## src/rtl/i2c_seq_pkg.sv

```systemverilog
package i2c_seq_pkg;
  typedef enum logic [2:0] {
    ST_IDLE, ST_START, ST_ADR1, ST_ADR2, ST_TXACK, ST_RXDAT
  } seq_st_e;

  localparam logic [7:0] CB_ACK   = 8'h04;
  localparam logic [7:0] CB_STOP  = 8'h10;
  localparam logic [7:0] CB_START = 8'h20;
  localparam logic [7:0] CB_EN    = 8'h40;
  localparam logic [7:0] CB_INTEN = 8'h80;
  localparam logic [7:0] CB_INIT  = CB_ACK | CB_INTEN | CB_EN;

  localparam logic [7:0] SC_START  = 8'h08;
  localparam logic [7:0] SC_RSTART = 8'h10;
  localparam logic [7:0] SC_WA_ACK = 8'h18;
  localparam logic [7:0] SC_WA_NAK = 8'h20;
  localparam logic [7:0] SC_WD_ACK = 8'h28;
  localparam logic [7:0] SC_WD_NAK = 8'h30;
  localparam logic [7:0] SC_RA_ACK = 8'h40;
  localparam logic [7:0] SC_RA_NAK = 8'h48;
  localparam logic [7:0] SC_RD_ACK = 8'h50;
  localparam logic [7:0] SC_RD_NAK = 8'h58;
  localparam logic [7:0] SC_WA2_ACK = 8'hD0;
  localparam logic [7:0] SC_RA2_ACK = 8'hE0;

  localparam logic [1:0] RES_OK    = 2'd0;
  localparam logic [1:0] RES_NODEV = 2'd1;
  localparam logic [1:0] RES_IOERR = 2'd2;
  localparam logic [1:0] RES_TMO   = 2'd3;
endpackage

```

## src/rtl/i2c_seq_addr.sv

```systemverilog
module i2c_seq_addr (
  input  logic [9:0] addr,
  input  logic       ten,
  input  logic       rd,
  input  logic       rev,
  output logic [7:0] byte1,
  output logic [7:0] byte2
);
  logic dir;
  always_comb begin
    dir = rd ^ rev;
    if (ten) begin
      byte1 = {5'b11110, addr[9:8], dir};
      byte2 = addr[7:0];
    end else begin
      byte1 = {addr[6:0], dir};
      byte2 = 8'h00;
    end
  end
endmodule

```

## src/rtl/i2c_seq_timer.sv

```systemverilog
module i2c_seq_timer #(
  parameter int W = 16
) (
  input  logic         clk,
  input  logic         rst_n,
  input  logic         restart,
  input  logic         run,
  input  logic [W-1:0] limit,
  output logic         hit
);
  logic [W-1:0] cnt_q, cnt_d;
  logic         cnt_en;

  always_comb begin
    cnt_en = restart || (run && cnt_q != limit);
    cnt_d  = restart ? '0 : cnt_q + W'(1);
    hit    = run && (cnt_q == limit);
  end

  always_ff @(posedge clk or negedge rst_n) begin
    if (!rst_n)      cnt_q <= '0;
    else if (cnt_en) cnt_q <= cnt_d;
  end
endmodule

```

## src/rtl/i2c_seq_emit.sv

```systemverilog
module i2c_seq_emit (
  input  logic       clk,
  input  logic       rst_n,
  input  logic       issue,
  input  logic       has_data,
  input  logic [7:0] data_byte,
  input  logic [7:0] ctrl_byte,
  output logic       cmd_valid,
  output logic       cmd_ctrl,
  output logic [7:0] cmd_byte
);
  logic       pend_q, pend_d;
  logic [7:0] pbyte_q, pbyte_d;
  logic       v_d, c_d;
  logic [7:0] b_d;

  always_comb begin
    pend_d  = 1'b0;
    pbyte_d = pbyte_q;
    v_d     = 1'b0;
    c_d     = 1'b0;
    b_d     = 8'h00;
    if (issue) begin
      v_d = 1'b1;
      if (has_data) begin
        b_d     = data_byte;
        pend_d  = 1'b1;
        pbyte_d = ctrl_byte;
      end else begin
        c_d = 1'b1;
        b_d = ctrl_byte;
      end
    end else if (pend_q) begin
      v_d = 1'b1;
      c_d = 1'b1;
      b_d = pbyte_q;
    end
  end

  always_ff @(posedge clk or negedge rst_n) begin
    if (!rst_n) begin
      pend_q    <= 1'b0;
      pbyte_q   <= 8'h00;
      cmd_valid <= 1'b0;
      cmd_ctrl  <= 1'b0;
      cmd_byte  <= 8'h00;
    end else begin
      pend_q    <= pend_d;
      pbyte_q   <= pbyte_d;
      cmd_valid <= v_d;
      cmd_ctrl  <= c_d;
      cmd_byte  <= b_d;
    end
  end
endmodule

```

## src/rtl/i2c_msg_seq.sv

```systemverilog
module i2c_msg_seq
  import i2c_seq_pkg::*;
#(
  parameter int LEN_W = 8,
  parameter int TMO_W = 16
) (
  input  logic             clk,
  input  logic             rst_n,
  input  logic             go,
  input  logic [9:0]       msg_addr,
  input  logic             msg_ten,
  input  logic             msg_rd,
  input  logic             msg_rev,
  input  logic             msg_nostart,
  input  logic [LEN_W-1:0] msg_len,
  input  logic [TMO_W-1:0] tmo_cycles,
  input  logic             abort_req,
  input  logic             ev_valid,
  input  logic [7:0]       ev_code,
  input  logic [7:0]       ev_rx_byte,
  input  logic [7:0]       tx_byte,
  output logic             tx_take,
  output logic             rx_valid,
  output logic [7:0]       rx_byte,
  output logic             cmd_valid,
  output logic             cmd_ctrl,
  output logic [7:0]       cmd_byte,
  output logic             done,
  output logic [1:0]       result
);
  localparam logic [LEN_W-1:0] ONE = LEN_W'(1);

  seq_st_e          st_q, st_d;
  logic [LEN_W-1:0] left_q, left_d;
  logic             sent_q, sent_d, abt_q, abt_d, ten_q, ten_d;
  logic [1:0]       rc_q, rc_d, res_d;
  logic [7:0]       ctl_q, ctl_d, a1_q, a1_d, a2_q, a2_d;
  logic [7:0]       a1_w, a2_w, d_byte, c_byte;
  logic             issue, has_d, rx_v_d, done_d, tmr_rst, tmr_hit, do_stop;
  logic             wr_ack, rd_aack;

  i2c_seq_addr u_addr (
    .addr(msg_addr), .ten(msg_ten), .rd(msg_rd), .rev(msg_rev),
    .byte1(a1_w), .byte2(a2_w)
  );

  i2c_seq_timer #(.W(TMO_W)) u_tmr (
    .clk(clk), .rst_n(rst_n), .restart(tmr_rst), .run(st_q != ST_IDLE),
    .limit(tmo_cycles), .hit(tmr_hit)
  );

  i2c_seq_emit u_emit (
    .clk(clk), .rst_n(rst_n), .issue(issue), .has_data(has_d),
    .data_byte(d_byte), .ctrl_byte(c_byte),
    .cmd_valid(cmd_valid), .cmd_ctrl(cmd_ctrl), .cmd_byte(cmd_byte)
  );

  always_comb begin
    st_d = st_q; left_d = left_q; sent_d = sent_q; abt_d = abt_q;
    rc_d = rc_q; ctl_d = ctl_q; a1_d = a1_q; a2_d = a2_q; ten_d = ten_q;
    issue = 1'b0; has_d = 1'b0; d_byte = 8'h00; c_byte = 8'h00;
    tx_take = 1'b0; rx_v_d = 1'b0; done_d = 1'b0; res_d = rc_q;
    tmr_rst = 1'b0; do_stop = 1'b0;
    wr_ack  = (ev_code == SC_WA_ACK && !ten_q) || ev_code == SC_WA2_ACK ||
              ev_code == SC_WD_ACK;
    rd_aack = (ev_code == SC_RA_ACK && !ten_q) || ev_code == SC_RA2_ACK;

    if (go && st_q == ST_IDLE) begin
      // prepare the message and issue its first action
      left_d = msg_len; sent_d = 1'b0; abt_d = 1'b0; rc_d = RES_OK;
      ctl_d = CB_INIT; a1_d = a1_w; a2_d = a2_w; ten_d = msg_ten;
      tmr_rst = 1'b1; issue = 1'b1;
      if (msg_nostart && msg_rd) begin
        c_byte = CB_INIT; st_d = ST_RXDAT;
      end else if (msg_nostart) begin
        has_d = 1'b1; d_byte = tx_byte; tx_take = 1'b1; c_byte = CB_INIT;
        sent_d = 1'b1; st_d = ST_TXACK;
        if (msg_len != '0) left_d = msg_len - ONE;
      end else begin
        c_byte = CB_INIT | CB_START; st_d = ST_START;
      end
    end else if (ev_valid) begin
      issue = 1'b1;
      c_byte = ctl_q;
      if (st_q == ST_IDLE) begin
        do_stop = 1'b1;
      end else if (ev_code == SC_START || ev_code == SC_RSTART) begin
        has_d = 1'b1; d_byte = a1_q; st_d = ST_ADR1;
      end else if ((ev_code == SC_WA_ACK || ev_code == SC_RA_ACK) && ten_q) begin
        has_d = 1'b1; d_byte = a2_q; st_d = ST_ADR2;
      end else if (wr_ack) begin
        if (left_q == '0 || (abt_q && sent_q)) begin
          do_stop = 1'b1; done_d = 1'b1;
        end else begin
          has_d = 1'b1; d_byte = tx_byte; tx_take = 1'b1;
          left_d = left_q - ONE; sent_d = 1'b1; st_d = ST_TXACK;
        end
      end else if (rd_aack || ev_code == SC_RD_ACK) begin
        if (rd_aack && left_q == '0) begin
          do_stop = 1'b1; done_d = 1'b1;
        end else begin
          if (!rd_aack) begin
            rx_v_d = 1'b1; left_d = left_q - ONE;
          end
          if (left_d == ONE || abt_q) ctl_d = ctl_q & ~CB_ACK;
          c_byte = ctl_d; st_d = ST_RXDAT;
        end
      end else if (ev_code == SC_RD_NAK) begin
        rx_v_d = 1'b1; do_stop = 1'b1; done_d = 1'b1;
      end else if (ev_code == SC_WA_NAK || ev_code == SC_WD_NAK ||
                   ev_code == SC_RA_NAK) begin
        do_stop = 1'b1; done_d = 1'b1; rc_d = RES_NODEV; res_d = RES_NODEV;
      end else begin
        do_stop = 1'b1; done_d = 1'b1; rc_d = RES_IOERR; res_d = RES_IOERR;
      end
      if (do_stop) begin
        ctl_d = ctl_d & ~CB_INTEN; c_byte = ctl_d | CB_STOP; st_d = ST_IDLE;
      end
    end else if (st_q != ST_IDLE && tmr_hit) begin
      if (!abt_q) begin
        abt_d = 1'b1; rc_d = RES_TMO; tmr_rst = 1'b1;
      end else begin
        st_d = ST_IDLE; done_d = 1'b1; res_d = RES_TMO; rc_d = RES_TMO;
      end
    end else if (st_q != ST_IDLE && abort_req && !abt_q) begin
      abt_d = 1'b1; tmr_rst = 1'b1;
    end
  end

  always_ff @(posedge clk or negedge rst_n) begin
    if (!rst_n) begin
      st_q <= ST_IDLE; left_q <= '0; sent_q <= 1'b0; abt_q <= 1'b0;
      rc_q <= RES_OK; ctl_q <= CB_INIT; a1_q <= 8'h00; a2_q <= 8'h00;
      ten_q <= 1'b0; rx_valid <= 1'b0; rx_byte <= 8'h00;
      done <= 1'b0; result <= RES_OK;
    end else begin
      st_q <= st_d; left_q <= left_d; sent_q <= sent_d; abt_q <= abt_d;
      rc_q <= rc_d; ctl_q <= ctl_d; a1_q <= a1_d; a2_q <= a2_d;
      ten_q <= ten_d; rx_valid <= rx_v_d; done <= done_d;
      if (rx_v_d) rx_byte <= ev_rx_byte;
      if (done_d) result <= res_d;
    end
  end
endmodule

```

## config.mk

```make
export PLATFORM = sky130hd
export DESIGN_NAME = i2c_msg_seq
export DESIGN_NICKNAME = d
export VERILOG_FILES = /design/src/rtl/i2c_seq_pkg.sv /design/src/rtl/i2c_seq_addr.sv /design/src/rtl/i2c_seq_timer.sv /design/src/rtl/i2c_seq_emit.sv /design/src/rtl/i2c_msg_seq.sv
export SDC_FILE = /design/constraint.sdc
export NUM_CORES = 1
export LEC_CHECK = 0
export BUFFER_PORTS_ARGS = -buffer_cell sky130_fd_sc_hd__buf_4
export CAP_MARGIN = 15
export CORE_ASPECT_RATIO = 1.5
export CORE_MARGIN = 3
export CORE_UTILIZATION = 50
export DETAILED_ROUTE_END_ITERATION = 10
export GPL_ROUTABILITY_DRIVEN = 0
export PLACE_DENSITY = 0.83
export SLEW_MARGIN = 10
export SYNTH_ARGS = -nofsm -noshare
export SYNTH_HDL_FRONTEND = slang
export SYNTH_SLANG_ARGS = --single-unit
```

## constraint.sdc

```tcl
create_clock -name clk -period 2.7 [get_ports clk]
set_input_delay 0.54 -clock clk [delete_from_list [all_inputs] [get_ports clk]]
set_output_delay 0.54 -clock clk [all_outputs]
set_load 0.005 [all_outputs]
```

# Yosys cells after proc, flatten, opt, wreduce, memory -nomap -nowiden
# Index checks and enable logic that the tools add are counted.
dict set report word_totals {
  output_inout_bits 23
  register_bits 87
}
dict set report op_classes {
  bitwise 1
  eq_ne 26
  addsub 3
  reduce_logical 40
  muxes 141
}
# op n
set ops {}
lappend ops {{2-to-1 mux 8 bit} 41}
lappend ops {{2-to-1 mux 3 bit} 21}
lappend ops {{2-to-1 mux 1 bit} 62}
lappend ops {{equality test 8 x 7 -> 1 bit (second input constant)} 4}
lappend ops {{2-to-1 mux 2 bit} 14}
lappend ops {{equality test 8 x 6 -> 1 bit (second input constant)} 3}
lappend ops {{adder 16 x 1 -> 16 bit (second input constant)} 1}
lappend ops {{equality test 16 bit} 1}
lappend ops {{equality test 8 x 5 -> 1 bit (second input constant)} 2}
lappend ops {{equality test 8 bit (second input constant)} 2}
lappend ops {{2-to-1 mux 16 bit} 1}
lappend ops {{inequality test 16 bit} 1}
lappend ops {{subtractor 8 x 1 -> 8 bit (second input constant)} 2}
lappend ops {{nonzero test 3 bit} 5}
lappend ops {{inequality test 7 x 6 -> 1 bit (second input constant)} 2}
lappend ops {{logical AND 1 bit} 12}
lappend ops {{2-to-1 mux 6 bit} 2}
lappend ops {{AND reduction 6 bit} 2}
lappend ops {{logical OR 1 bit} 11}
lappend ops {{equality test 8 x 1 -> 1 bit (second input constant)} 1}
lappend ops {{equality test 8 x 4 -> 1 bit (second input constant)} 1}
lappend ops {{logical NOT 8 bit} 1}
lappend ops {{nonzero test 8 bit} 1}
lappend ops {{inequality test 7 x 1 -> 1 bit (second input constant)} 1}
lappend ops {{other kinds (10)} 17}

# Longest topological paths before layout
# Gate-level depths: netlist of run 1.
dict set report depth {
  word_depth 26
  mapped_depth 9
  mapped_depth_nobuf 8
}

# Hierarchy
# A second synthesis of run 1 with hierarchy kept.
dict set report unflattened {
  hier_cells 529
  area_unflattened_um2 5180.0
}
# module n_inst area_each_um2 cells_each
set modules_own_cells {}
lappend modules_own_cells {i2c_msg_seq 1 3175.5 345}
lappend modules_own_cells {i2c_seq_timer 1 1047.3 114}
lappend modules_own_cells {i2c_seq_emit 1 815.8 52}
lappend modules_own_cells {i2c_seq_addr 1 141.4 18}

# Least setup slack after synthesis of run 1
# No wires, ideal clock.
dict set report synth_path {
  path_kind {input to output}
  from {input port ev_code[4]}
  to {output port tx_take}
  slack_ns 0.352
  t_arrival_ns 1.808
  cell_stages 6
  cell_sequence {buf_2 > nor4bb_1 > nand2_1 > a21oi_2 > nand2_1 > o21ai_1}
}
dict set report synth_via {
  elab_chain_cells 10
  word_cells_on_any_way 18
  cone_classes {eq/ne (6); mux (6); reduce/logical (6)}
}
# item line_no
set synth_lines {}
lappend synth_lines {{start: declaration} i2c_msg_seq.sv:19} ;# input logic [7:0] ev_code,
lappend synth_lines {{equality test 8 x 5 -> 1 bit} {i2c_msg_seq.sv:64, i2c_msg_seq.sv:89}}
lappend synth_lines {{logical AND 1 bit} i2c_msg_seq.sv:64} ;# wr_ack = (ev_code == SC_WA_ACK && !ten_q) || ev_code == SC_WA2_ACK ||
lappend synth_lines {{logical OR 1 bit (2 in a row)} i2c_msg_seq.sv:64}
lappend synth_lines {{2-to-1 mux 1 bit} i2c_msg_seq.sv:91} ;# end else if (wr_ack) begin
lappend synth_lines {{2-to-1 mux 1 bit} i2c_msg_seq.sv:89} ;# end else if ((ev_code == SC_WA_ACK || ev_code == SC_RA_ACK) && ten_q) begin
lappend synth_lines {{2-to-1 mux 1 bit *} i2c_msg_seq.sv:87} ;# end else if (ev_code == SC_START || ev_code == SC_RSTART) begin
lappend synth_lines {{2-to-1 mux 1 bit *} i2c_msg_seq.sv:85} ;# if (st_q == ST_IDLE) begin
lappend synth_lines {{2-to-1 mux 1 bit *} i2c_msg_seq.sv:82} ;# end else if (ev_valid) begin
lappend synth_lines {{2-to-1 mux 1 bit *} i2c_msg_seq.sv:68} ;# if (go && st_q == ST_IDLE) begin
lappend synth_lines {{end: declaration} i2c_msg_seq.sv:22} ;# output logic tx_take,
# Every way passes the cells marked *; elsewhere a longest branch is shown, timed or not.

# Worst setup path in the final report of run 1
dict set report layout_path {
  from {register left_q[0]}
  to {output port tx_take}
}
dict set report layout_via {
  elab_chain_cells 9
}
# item line_no
set layout_lines {}
lappend layout_lines {{start: declaration} i2c_msg_seq.sv:34} ;# logic [LEN_W-1:0] left_q, left_d;
lappend layout_lines {{start signal: assignment} i2c_msg_seq.sv:137} ;# st_q <= st_d; left_q <= left_d; sent_q <= sent_d; abt_q <= abt_d;
lappend layout_lines {{logical NOT 8 bit} i2c_msg_seq.sv:92} ;# if (left_q == '0 || (abt_q && sent_q)) begin
lappend layout_lines {{logical OR 1 bit} i2c_msg_seq.sv:92}
lappend layout_lines {{2-to-1 mux 1 bit} i2c_msg_seq.sv:92}
lappend layout_lines {{2-to-1 mux 1 bit} i2c_msg_seq.sv:91}
lappend layout_lines {{2-to-1 mux 1 bit} i2c_msg_seq.sv:89}
lappend layout_lines {{2-to-1 mux 1 bit} i2c_msg_seq.sv:87}
lappend layout_lines {{2-to-1 mux 1 bit} i2c_msg_seq.sv:85}
lappend layout_lines {{2-to-1 mux 1 bit} i2c_msg_seq.sv:82}
lappend layout_lines {{2-to-1 mux 1 bit} i2c_msg_seq.sv:68}
# No other way between the ends.

==> results of run 1 <==
## cell usage in the layout (no fill, tap or decap), types with 3 or more instances in the layout
cell type / instances
nand3b_1: 3
and2_1: 6
nor2b_1: 4
and3_1: 9
inv_1: 8
or3_1: 3
nand3_1: 18
nor3_1: 17
mux2_2: 10
dfstp_2: 3
nor3b_1: 3
a21oi_1: 16
buf_4: 112
o311a_1: 3
o21ai_1: 5
nand4_1: 12
a22oi_1: 4
inv_6: 4
xnor2_1: 37
nand2b_1: 4
nand2_1: 65
ha_1: 4
o211ai_1: 5
a221o_1: 5
clkbuf_16: 9
nor2_1: 49
a22o_1: 5
nor4_1: 9
nor4_2: 3
o21ai_0: 22
dfrtp_1: 77
mux2i_1: 3
a31oi_1: 4
xor2_1: 4
a211oi_1: 5
## timing repair
action	in CTS	in global routing
endpoints found under the setup margin	1	1
pin swaps	0	1
buffers inserted	0	4
resized for setup	2	2
## path summary, 6_finish.rpt
kind | end | slack [ns] | cells after the start
worst max-delay path | tx_take | 0.1 | 8
worst min-delay path | u_tmr.cnt_q[7]$_DFFE_PN0P_ | 0.17 | 1
worst max register to register | left_q[5]$_DFFE_PN0P_ | 0.29 | 10
worst min register to register | a1_q[3]$_DFFE_PN0P_ | 0.47 | 2
max in group asynchronous | u_emit.cmd_byte[5]$_DFF_PN0_ | 1.85 | 2
min in group clk | rx_byte[2]$_DFFE_PN0P_ | 0.42 | 2
## critical path: cells and delay by family (launching register included)
kind,cells,cell delay (ns)
adder cells (fa/ha/maj),1,0.22
flip-flops,1,0.40
AO/OA/AOI/OAI,3,0.61
AND/OR/NAND/NOR,2,0.26
buffers and inverters,2,0.22
## layout make-up
type                       instances  area (um^2)
clock buffer                       9          225
sequential                        80         2010
clock inverter                     7         85.1
fill                             692         3120
multi-input combinational        381         2440
tap                              110          138
timing repair buffer             112          841
inverter                           9         33.8
## state kept, by name, summed over array words and instances (netlist names), 2 cells and up
register,cells
u_tmr.cnt_q,16
a1_q,8
a2_q,8
left_q,8
rx_byte,8
u_emit.cmd_byte,8
u_emit.pbyte_q,6
ctl_q,3
st_q,3
rc_q,2
result,2
## metal layers
layer | part of all wire (%) | vias to the layer above | global-route usage [%]
met4 | 2.5 | 0 | 9.05
met3 | 5.4 | 28 | 4.53
met2 | 54 | 183 | 43.2
met5 | 0 | - | 0
met1 | 38 | 2000 | 27.8
li1 | - | 1988 | -
## through the flow
stage,hold WS [ns],util [%],area [um^2]
after global placement,0.445,60.9,5410
after global routing,0.201,64.9,5760
after floorplan,0.244,-,4590
after CTS,0.188,64.5,5730
after detailed placement,0.459,60.9,5410
final,0.167,64.9,5760
## cell families after synthesis
family / share of synthesized area, %
AOI/OAI and AO/OA: 16.4
xor gates and xnor gates: 7.83
adders and majority gates: 1.09
buffers and inverters: 3.60
DFF: 43.7
muxes: 3.36
and+or+nand+nor: 24.0
## power by group
group          internal [W]  switching (W)
sequential          0.00144       0.000209
combinational      0.000520       0.000616
clock              0.000737       0.000539
total               0.00269        0.00136
==> impl_metrics.py, run 1 <==
metrics = {
    "run_status": {
        "status": "complete, no violations",
    },
    "global_routing": {
        "grt.total_usage_pct": 23.8,
        "grt_antenna_before_repair": 0,
        "grt.overflow.total": 0,
        "grt_start_max_net_pins": 43,
        "first_global_vias": 4192,
        "grt_first_pass_wirelength_um": 19800,
    },
    "clocking": {
        "cts_root_buf": "clkbuf_16",
        "cts_buffers": 9,
        "postCtsHoldBufs": 0,
        "clock_sinks": 80,
        "path_clk_slew_ns": 0.07,
        "ctsLongestPathBuffers": 2,
        "clock_latency_ns": 0.35,
        "cts_tree": "built",
        "h-tree-depth": 3,
    },
    "place": {
        "dp_hpwl_um": 8990,
        "portBuffers": 89,
        "dp_slack_ns": -0.0424,
        "dp_cells": 688,
    },
    "synth": {
        "ys_ff_latch": 80,
        "synthTopCellsByCount": "77 x dfrtp_1, 66 x nand2_1, 49 x nor2_1, 37 x xnor2_1, 22 x o21ai_0",
        "netlist_instances": 497,
        "netlist-cell-type-count": 72,
        "synth.avg_cell_area_um2": 9.23,
        "synthArstFlopShare_pct": 100,
        "synth_area_leader_cell": "dfrtp_1",
        "synth-edff-count": 0,
        "synthFlopType": "dfrtp_1",
        "synth_area_mm2": 0.00459,
        "yosys_warnings": 0,
        "syn_nets": 568,
        "yosys-top-cells-area": "dfrtp_1 42%, xnor2_1 7.1%, nand2_1 5.4%, nor2_1 4.0%, mux2_2 2.5%",
        "synth-seq-area-share_pct": 43.7,
        "yosysMostFrequentCell": "dfrtp_1",
        "yosys.area.top_type_share_pct": 42.0,
    },
    "final_layout": {
        "nNetsFinal": 664,
        "fin_cells": 708,
        "antenna_cells": 0,
        "syn2layout_area_growth_pct": 25.7,
        "drive_above_1_share_pct": 26.8,
    },
    "setup_path": {
        "path_class": "flop to primary output",
        "crit_chain": "inv_2 -> ha_1 -> nor3b_1 -> a221o_1 -> a21oi_2 -> nand2_2 -> o21ai_4 -> buf_4",
        "critPathSlowestCell": "dfrtp_1",
        "cp_max_fo": 4,
        "worstPathArrival_ns": 2.06,
        "crit_path_end_kind": "primary output",
        "cp-startpoint": "left_q[0]$_DFFE_PN0P_",
        "r2r-start": "left_q[0]$_DFFE_PN0P_",
        "max_stage_delay_ns": 0.40,
        "startpoint_type": "flop",
        "required_ns": 2.16,
    },
    "detailed_routing": {
        "antenna_left": 0,
        "drc_errors": 0,
        "vias_per_cell": 5.93,
        "routed_wl_um": 12300,
        "first_iter_violations": 440,
        "vias": 4199,
        "wl_per_cell_um": 17.4,
        "drt_pass1_iterations": 5,
    },
    "sta": {
        "fin_crit_ns": 2.60,
        "fin_crit_sh_pct": 96.4,
        "hold_violations": 0,
        "final.setup.tns_ns": 0,
        "final.setup.worst_slack_ns": 0.0961,
        "setup_viol": 0,
        "maxSlewHeadroom_pct": 57.9,
        "skew_ns": 0.00771,
        "fmax_mhz": 384,
        "worstMarginPinSlew_ns": 0.626,
        "drv_slew": 0,
        "rsz0062_at_grt": "no",
    },
    "power_and_ir_drop": {
        "total_power_w": 0.00406,
        "cellLeakagePower_nw": 2.57,
        "p_per_area_mw_per_mm2": 704,
        "peakVddDrop_mv": 0.434,
    },
    "floorplan": {
        "fp.dieW_um": 84.2,
        "core_area_mm2": 0.00888,
        "io_pins": 90,
        "die_y_um": 123,
        "rows": 42,
        "start_util_pct": 51.6,
        "dieArea_mm2": 0.0104,
    },
    "hold_path": {
        "holdCritPathClass": "primary input to async pin",
    },
    "run": {
        "drv_cap": 0,
    },
}
No activity file was read; power rests on OpenSTA's default activity.
==> inputs of run 2 (changes only) <==
--- a/config.mk
+++ b/config.mk
@@ -6,13 +6,12 @@
 export NUM_CORES = 1
 export LEC_CHECK = 0
 export BUFFER_PORTS_ARGS = -buffer_cell sky130_fd_sc_hd__buf_4
-export CAP_MARGIN = 15
-export CORE_ASPECT_RATIO = 1.5
+export CORE_ASPECT_RATIO = 0.5
 export CORE_MARGIN = 3
 export CORE_UTILIZATION = 50
 export DETAILED_ROUTE_END_ITERATION = 10
 export GPL_ROUTABILITY_DRIVEN = 0
-export PLACE_DENSITY = 0.83
+export PLACE_DENSITY_LB_ADDON = 0.12
 export SLEW_MARGIN = 10
 export SYNTH_ARGS = -nofsm -noshare
 export SYNTH_HDL_FRONTEND = slang
==> impl_metrics.py, run 2 (synthesis results as in run 1) <==
metrics = {
    "detailed_routing": {
        "vias": 4040,
        "first_iter_violations": 370,
        "routed_wl_um": 11800,
        "vias_per_cell": 5.67,
        "drt_pass1_iterations": 5,
        "drc_errors": 0,
        "antenna_left": 0,
        "wl_per_cell_um": 16.5,
    },
    "power_and_ir_drop": {
        "p_comb_share_pct": 26.1,
        "total_power_w": 0.00426,
        "cellLeakagePower_nw": 2.60,
        "p_per_area_mw_per_mm2": 732,
        "clkPwrFrac_pct": 35.4,
        "switching_power_w": 0.00129,
        "peakVddDrop_mv": 0.432,
        "power_frac_seq_pct": 38.5,
        "internal-power_w": 0.00297,
        "switching_share_pct": 30.2,
    },
    "final_layout": {
        "fin_cells": 713,
        "utilization_pct": 66.2,
        "most-common-layout-cells": "109 x buf_4, 76 x dfrtp_1, 66 x nand2_1",
        "regMostFlops": "u_tmr.cnt_q",
        "antenna_cells": 0,
        "syn2layout_area_growth_pct": 27.0,
        "drive_above_1_share_pct": 26.2,
        "nNetsFinal": 662,
        "largest_reg_flops": 16,
        "final_common_cell": "buf_4",
    },
    "global_routing": {
        "grt.overflow.total": 0,
        "grt_start_max_net_pins": 44,
        "first_global_vias": 3862,
        "grt.total_usage_pct": 23.5,
        "grt_first_pass_wirelength_um": 19300,
        "grt_antenna_before_repair": 0,
    },
    "setup_path": {
        "crit_family": "compound AO/OA/AOI/OAI gates",
        "path_class": "flop to primary output",
        "max_stage_delay_ns": 0.38,
        "crit_chain": "inv_1 -> ha_1 -> nor3b_1 -> a221o_1 -> a21oi_2 -> nand2_1 -> o21ai_2 -> buf_4",
        "cp-startpoint": "left_q[0]$_DFFE_PN0P_",
        "crit_path_end_kind": "primary output",
        "r2r-start": "left_q[0]$_DFFE_PN0P_",
        "cp_max_fo": 4,
        "worstPathArrival_ns": 2.04,
        "critPathSlowestCell": "dfrtp_1",
        "startpoint_type": "flop",
        "crit_buf_inv": 2,
        "required_ns": 2.16,
        "ff2ff_setup_slack_ns": 0.41,
    },
    "clocking": {
        "cts_root_buf": "clkbuf_16",
        "h-tree-depth": 3,
        "path_clk_slew_ns": 0.06,
        "cts_buffers": 9,
        "cts_tree": "built",
        "postCtsHoldBufs": 0,
        "clock_latency_ns": 0.34,
        "ctsLongestPathBuffers": 2,
        "clock_sinks": 80,
    },
    "run": {
        "drv_cap": 0,
    },
    "sta": {
        "maxSlewHeadroom_pct": 60.4,
        "hold_violations": 0,
        "setup_viol": 0,
        "drv_slew": 0,
        "skew_ns": 0.00746,
        "fmax_mhz": 388,
        "fin_crit_sh_pct": 95.5,
        "worstMarginPinSlew_ns": 0.593,
        "final.setup.tns_ns": 0,
        "fin_crit_ns": 2.58,
    },
    "floorplan": {
        "rows": 24,
        "fp.dieW_um": 141,
        "start_util_pct": 52.1,
        "core_area_mm2": 0.00880,
        "io_pins": 90,
        "dieArea_mm2": 0.0104,
        "die_y_um": 73.7,
    },
    "place": {
        "dp_cells": 695,
        "dp_hpwl_um": 8550,
        "portBuffers": 89,
    },
    "run_status": {
        "status": "complete, no violations",
    },
    "hold_path": {
        "holdCritPathClass": "primary input to async pin",
    },
}
run 2: metrics by stage:
stage / hold WS [ns] / setup WS (ns) / area, um^2
3_5_place_dp: 0.456 / 0.247 / 5430
2_1_floorplan: 0.244 / 0.352 / 4590
4_1_cts: 0.227 / 0.0175 / 5800
5_1_grt: 0.255 / -0.0161 / 5820
6_report: 0.205 / 0.122 / 5820
3_3_place_gp: 0.452 / 0.242 / 5430
run 2: path summary, 6_finish.rpt:
path	depth (start not counted)	end
setup / recovery	8	tx_take
hold / removal	1	u_tmr.cnt_q[2]$_DFFE_PN0P_
setup reg to reg	9	result[0]$_DFFE_PN0P_
hold reg to reg	2	a2_q[0]$_DFFE_PN0P_
max in group asynchronous	2	ctl_q[6]$_DFFE_PN1P_
min in group clk	2	rx_byte[0]$_DFFE_PN0P_
run 2: per-layer routing:
metal	routed length, um	track usage [%]
met2	5140	37.0
met1	5680	32.7
met3	811	6.57
met4	162	5.43
met5	0	0
run 2: final cells by class:
cell class                 instances  area [um^2]
inverter                           9         33.8
clock buffer                      11          243
timing repair buffer             110          838
fill                             753         2980
tap                              117          146
multi-input combinational        381         2430
clock inverter                     5          129
sequential                        80         2010
run 2: what timing repair did:
action                                  CTS  global route
gates resized for setup                   0             2
endpoints found under the setup margin    0             1
setup buffers                             0             2
hold endpoints to repair                  0             0
run 2: power groups by stage:
stage	combinational, W	clock [W]	sequential, W
floorplan	0.000723	0	0.00160
global route	0.00125	0.00158	0.00168
finish	0.00111	0.00151	0.00164
CTS	0.00110	0.00153	0.00164
detailed placement	0.00109	0	0.00166
global placement	0.00107	0	0.00165
==> inputs of run 3 (changes only) <==
--- a/config.mk
+++ b/config.mk
@@ -8,9 +8,10 @@
 export BUFFER_PORTS_ARGS = -buffer_cell sky130_fd_sc_hd__buf_4
 export CORE_ASPECT_RATIO = 0.5
 export CORE_MARGIN = 3
-export CORE_UTILIZATION = 50
+export CORE_UTILIZATION = 45
 export DETAILED_ROUTE_END_ITERATION = 10
 export GPL_ROUTABILITY_DRIVEN = 0
+export GPL_TIMING_DRIVEN = 0
 export PLACE_DENSITY_LB_ADDON = 0.12
 export SLEW_MARGIN = 10
 export SYNTH_ARGS = -nofsm -noshare
==> impl_metrics.py, run 3 (synthesis results as in run 1) <==
metrics = {
    "final_layout": {
        "drive_above_1_share_pct": 24.7,
        "nNetsFinal": 666,
        "largest_reg_flops": 16,
        "antenna_cells": 0,
        "most-common-layout-cells": "89 x buf_4, 77 x dfrtp_1, 66 x nand2_1",
        "syn2layout_area_growth_pct": 26.5,
        "utilization_pct": 60.0,
        "regMostFlops": "u_tmr.cnt_q",
        "final_area_mm2": 0.00580,
        "final_common_cell": "buf_4",
    },
    "floorplan": {
        "rows": 25,
        "start_util_pct": 47.5,
        "core_area_mm2": 0.00967,
        "die_y_um": 77.4,
        "fp.dieW_um": 149,
        "dieArea_mm2": 0.0115,
        "io_pins": 90,
    },
    "detailed_routing": {
        "antenna_left": 0,
        "wl_per_cell_um": 17.3,
        "vias": 4184,
        "routed_wl_um": 12700,
        "first_iter_violations": 341,
        "drc_errors": 0,
        "vias_per_cell": 5.69,
        "drt_pass1_iterations": 5,
    },
    "clocking": {
        "postCtsHoldBufs": 0,
        "clock_sinks": 80,
        "cts_tree": "built",
        "path_clk_slew_ns": 0.06,
        "clock_latency_ns": 0.34,
        "cts_buffers": 9,
        "cts_root_buf": "clkbuf_16",
        "h-tree-depth": 3,
        "ctsLongestPathBuffers": 2,
    },
    "sta": {
        "final.setup.worst_slack_ns": 0.0953,
        "hold_violations": 0,
        "rsz0062_at_grt": "no",
        "fin_crit_sh_pct": 96.5,
        "skew_ns": 0.00471,
        "fin_crit_ns": 2.60,
        "worstMarginPinSlew_ns": 1.05,
        "setup_viol": 0,
        "fmax_mhz": 384,
        "drv_slew": 0,
        "maxSlewHeadroom_pct": 29.2,
    },
    "run": {
        "drv_cap": 0,
    },
    "setup_path": {
        "worstPathArrival_ns": 2.06,
        "required_ns": 2.16,
        "crit_path_end_kind": "primary output",
        "ff2ff_setup_slack_ns": 0.31,
        "cp_max_fo": 8,
        "r2r-start": "st_q[2]$_DFFE_PN0P_",
        "cp-startpoint": "left_q[0]$_DFFE_PN0P_",
        "cp-endpoint": "tx_take",
        "r2r-end": "left_q[1]$_DFFE_PN0P_",
        "startpoint_type": "flop",
        "path_class": "flop to primary output",
        "reg2reg_depth": 6,
    },
    "power_and_ir_drop": {
        "peakVddDrop_mv": 0.350,
        "power_frac_seq_pct": 39.2,
        "clkPwrFrac_pct": 32.3,
        "cellLeakagePower_nw": 2.53,
        "switching_power_w": 0.00136,
        "p_per_area_mw_per_mm2": 714,
        "p_comb_share_pct": 28.5,
        "switching_share_pct": 32.7,
        "internal-power_w": 0.00279,
    },
    "place": {
        "dp_slack_ns": -0.336,
        "dp_hpwl_um": 9080,
        "place_area_mm2": 0.00539,
        "portBuffers": 84,
    },
    "global_routing": {
        "grt.total_usage_pct": 23.0,
        "grt_antenna_before_repair": 0,
        "first_global_vias": 4027,
        "grt_first_pass_wirelength_um": 20800,
        "grt.overflow.total": 0,
        "grt_start_max_net_pins": 81,
    },
    "hold_path": {
        "holdCritPathClass": "primary input to async pin",
    },
    "run_status": {
        "status": "complete, no violations",
    },
}
## run 3: per-stage QoR
step | hold WS, ns | cells | TNS, ns | power, W
after global routing | 0.416 | 735 | 0 | 0.00439
after detailed placement | 0.456 | 716 | -1.66 | 0.00276
after CTS | 0.419 | 734 | 0 | 0.00412
after global placement | 0.452 | 716 | -2.89 | 0.00273
after floorplan | 0.244 | 497 | 0 | 0.00232
final | 0.358 | 735 | 0 | 0.00414
## run 3: final cells by class
type,instances,area [um^2]
flip-flops and latches,80,2010
fillers,900,3860
repair buffers,87,653
clock buffers,11,243
plain buffers,27,131
inverters,9,33.8
clock inverters,5,81.3
well taps,135,169
multi-input cells,381,2480
## run 3: worst max-delay path: stages (launching register included)
cell and delay, ns:
dfrtp_1 0.38, inv_1 0.09, ha_2 0.24, nor3b_2 0.17, a221o_1 0.35, a21oi_4 0.13
nand2_1 0.11, o21ai_4 0.10, buf_4 0.13
## run 3: worst min path at each step
stage	from	to	slack, ns	depth (start not counted)
5_1_grt	ev_rx_byte[4]	rx_byte[4]$_DFFE_PN0P_	0.42	2
4_1_cts	ev_rx_byte[4]	rx_byte[4]$_DFFE_PN0P_	0.42	2
2_1_floorplan	rst_n	a1_q[0]$_DFFE_PN0P_	0.24	0
3_3_place_gp	a1_q[4]$_DFFE_PN0P_	a1_q[4]$_DFFE_PN0P_	0.45	2
3_5_place_dp	a2_q[6]$_DFFE_PN0P_	a2_q[6]$_DFFE_PN0P_	0.46	2
6_report	rst_n	left_q[2]$_DFFE_PN0P_	0.36	1
## run 3: timing repair
| item | CTS | global route |
|---|---|---|
| gates resized for setup | 4 | 8 |
| endpoints found under the setup margin | 22 | 12 |
| buffers inserted | 2 | 1 |
| pin swaps | 0 | 1 |
| endpoints found under the hold margin | 0 | 0 |
## run 3: per-layer routing
| layer | routed length, um | vias up | track usage [%] |
|---|---|---|---|
| met3 | 959 | 22 | 6.01 |
| li1 | - | 1987 | - |
| met5 | 0 | - | 0 |
| met2 | 5520 | 149 | 34.3 |
| met4 | 186 | 0 | 5.84 |
| met1 | 6060 | 2026 | 33.3 |
## run 3: power groups by stage
stage	combinational (W)	clock, W	sequential (W)
after floorplan	0.000723	0	0.00160
after global placement	0.00110	0	0.00163
after detailed placement	0.00113	0	0.00163
after CTS	0.00115	0.00136	0.00161
after global routing	0.00131	0.00142	0.00165
final	0.00118	0.00134	0.00162
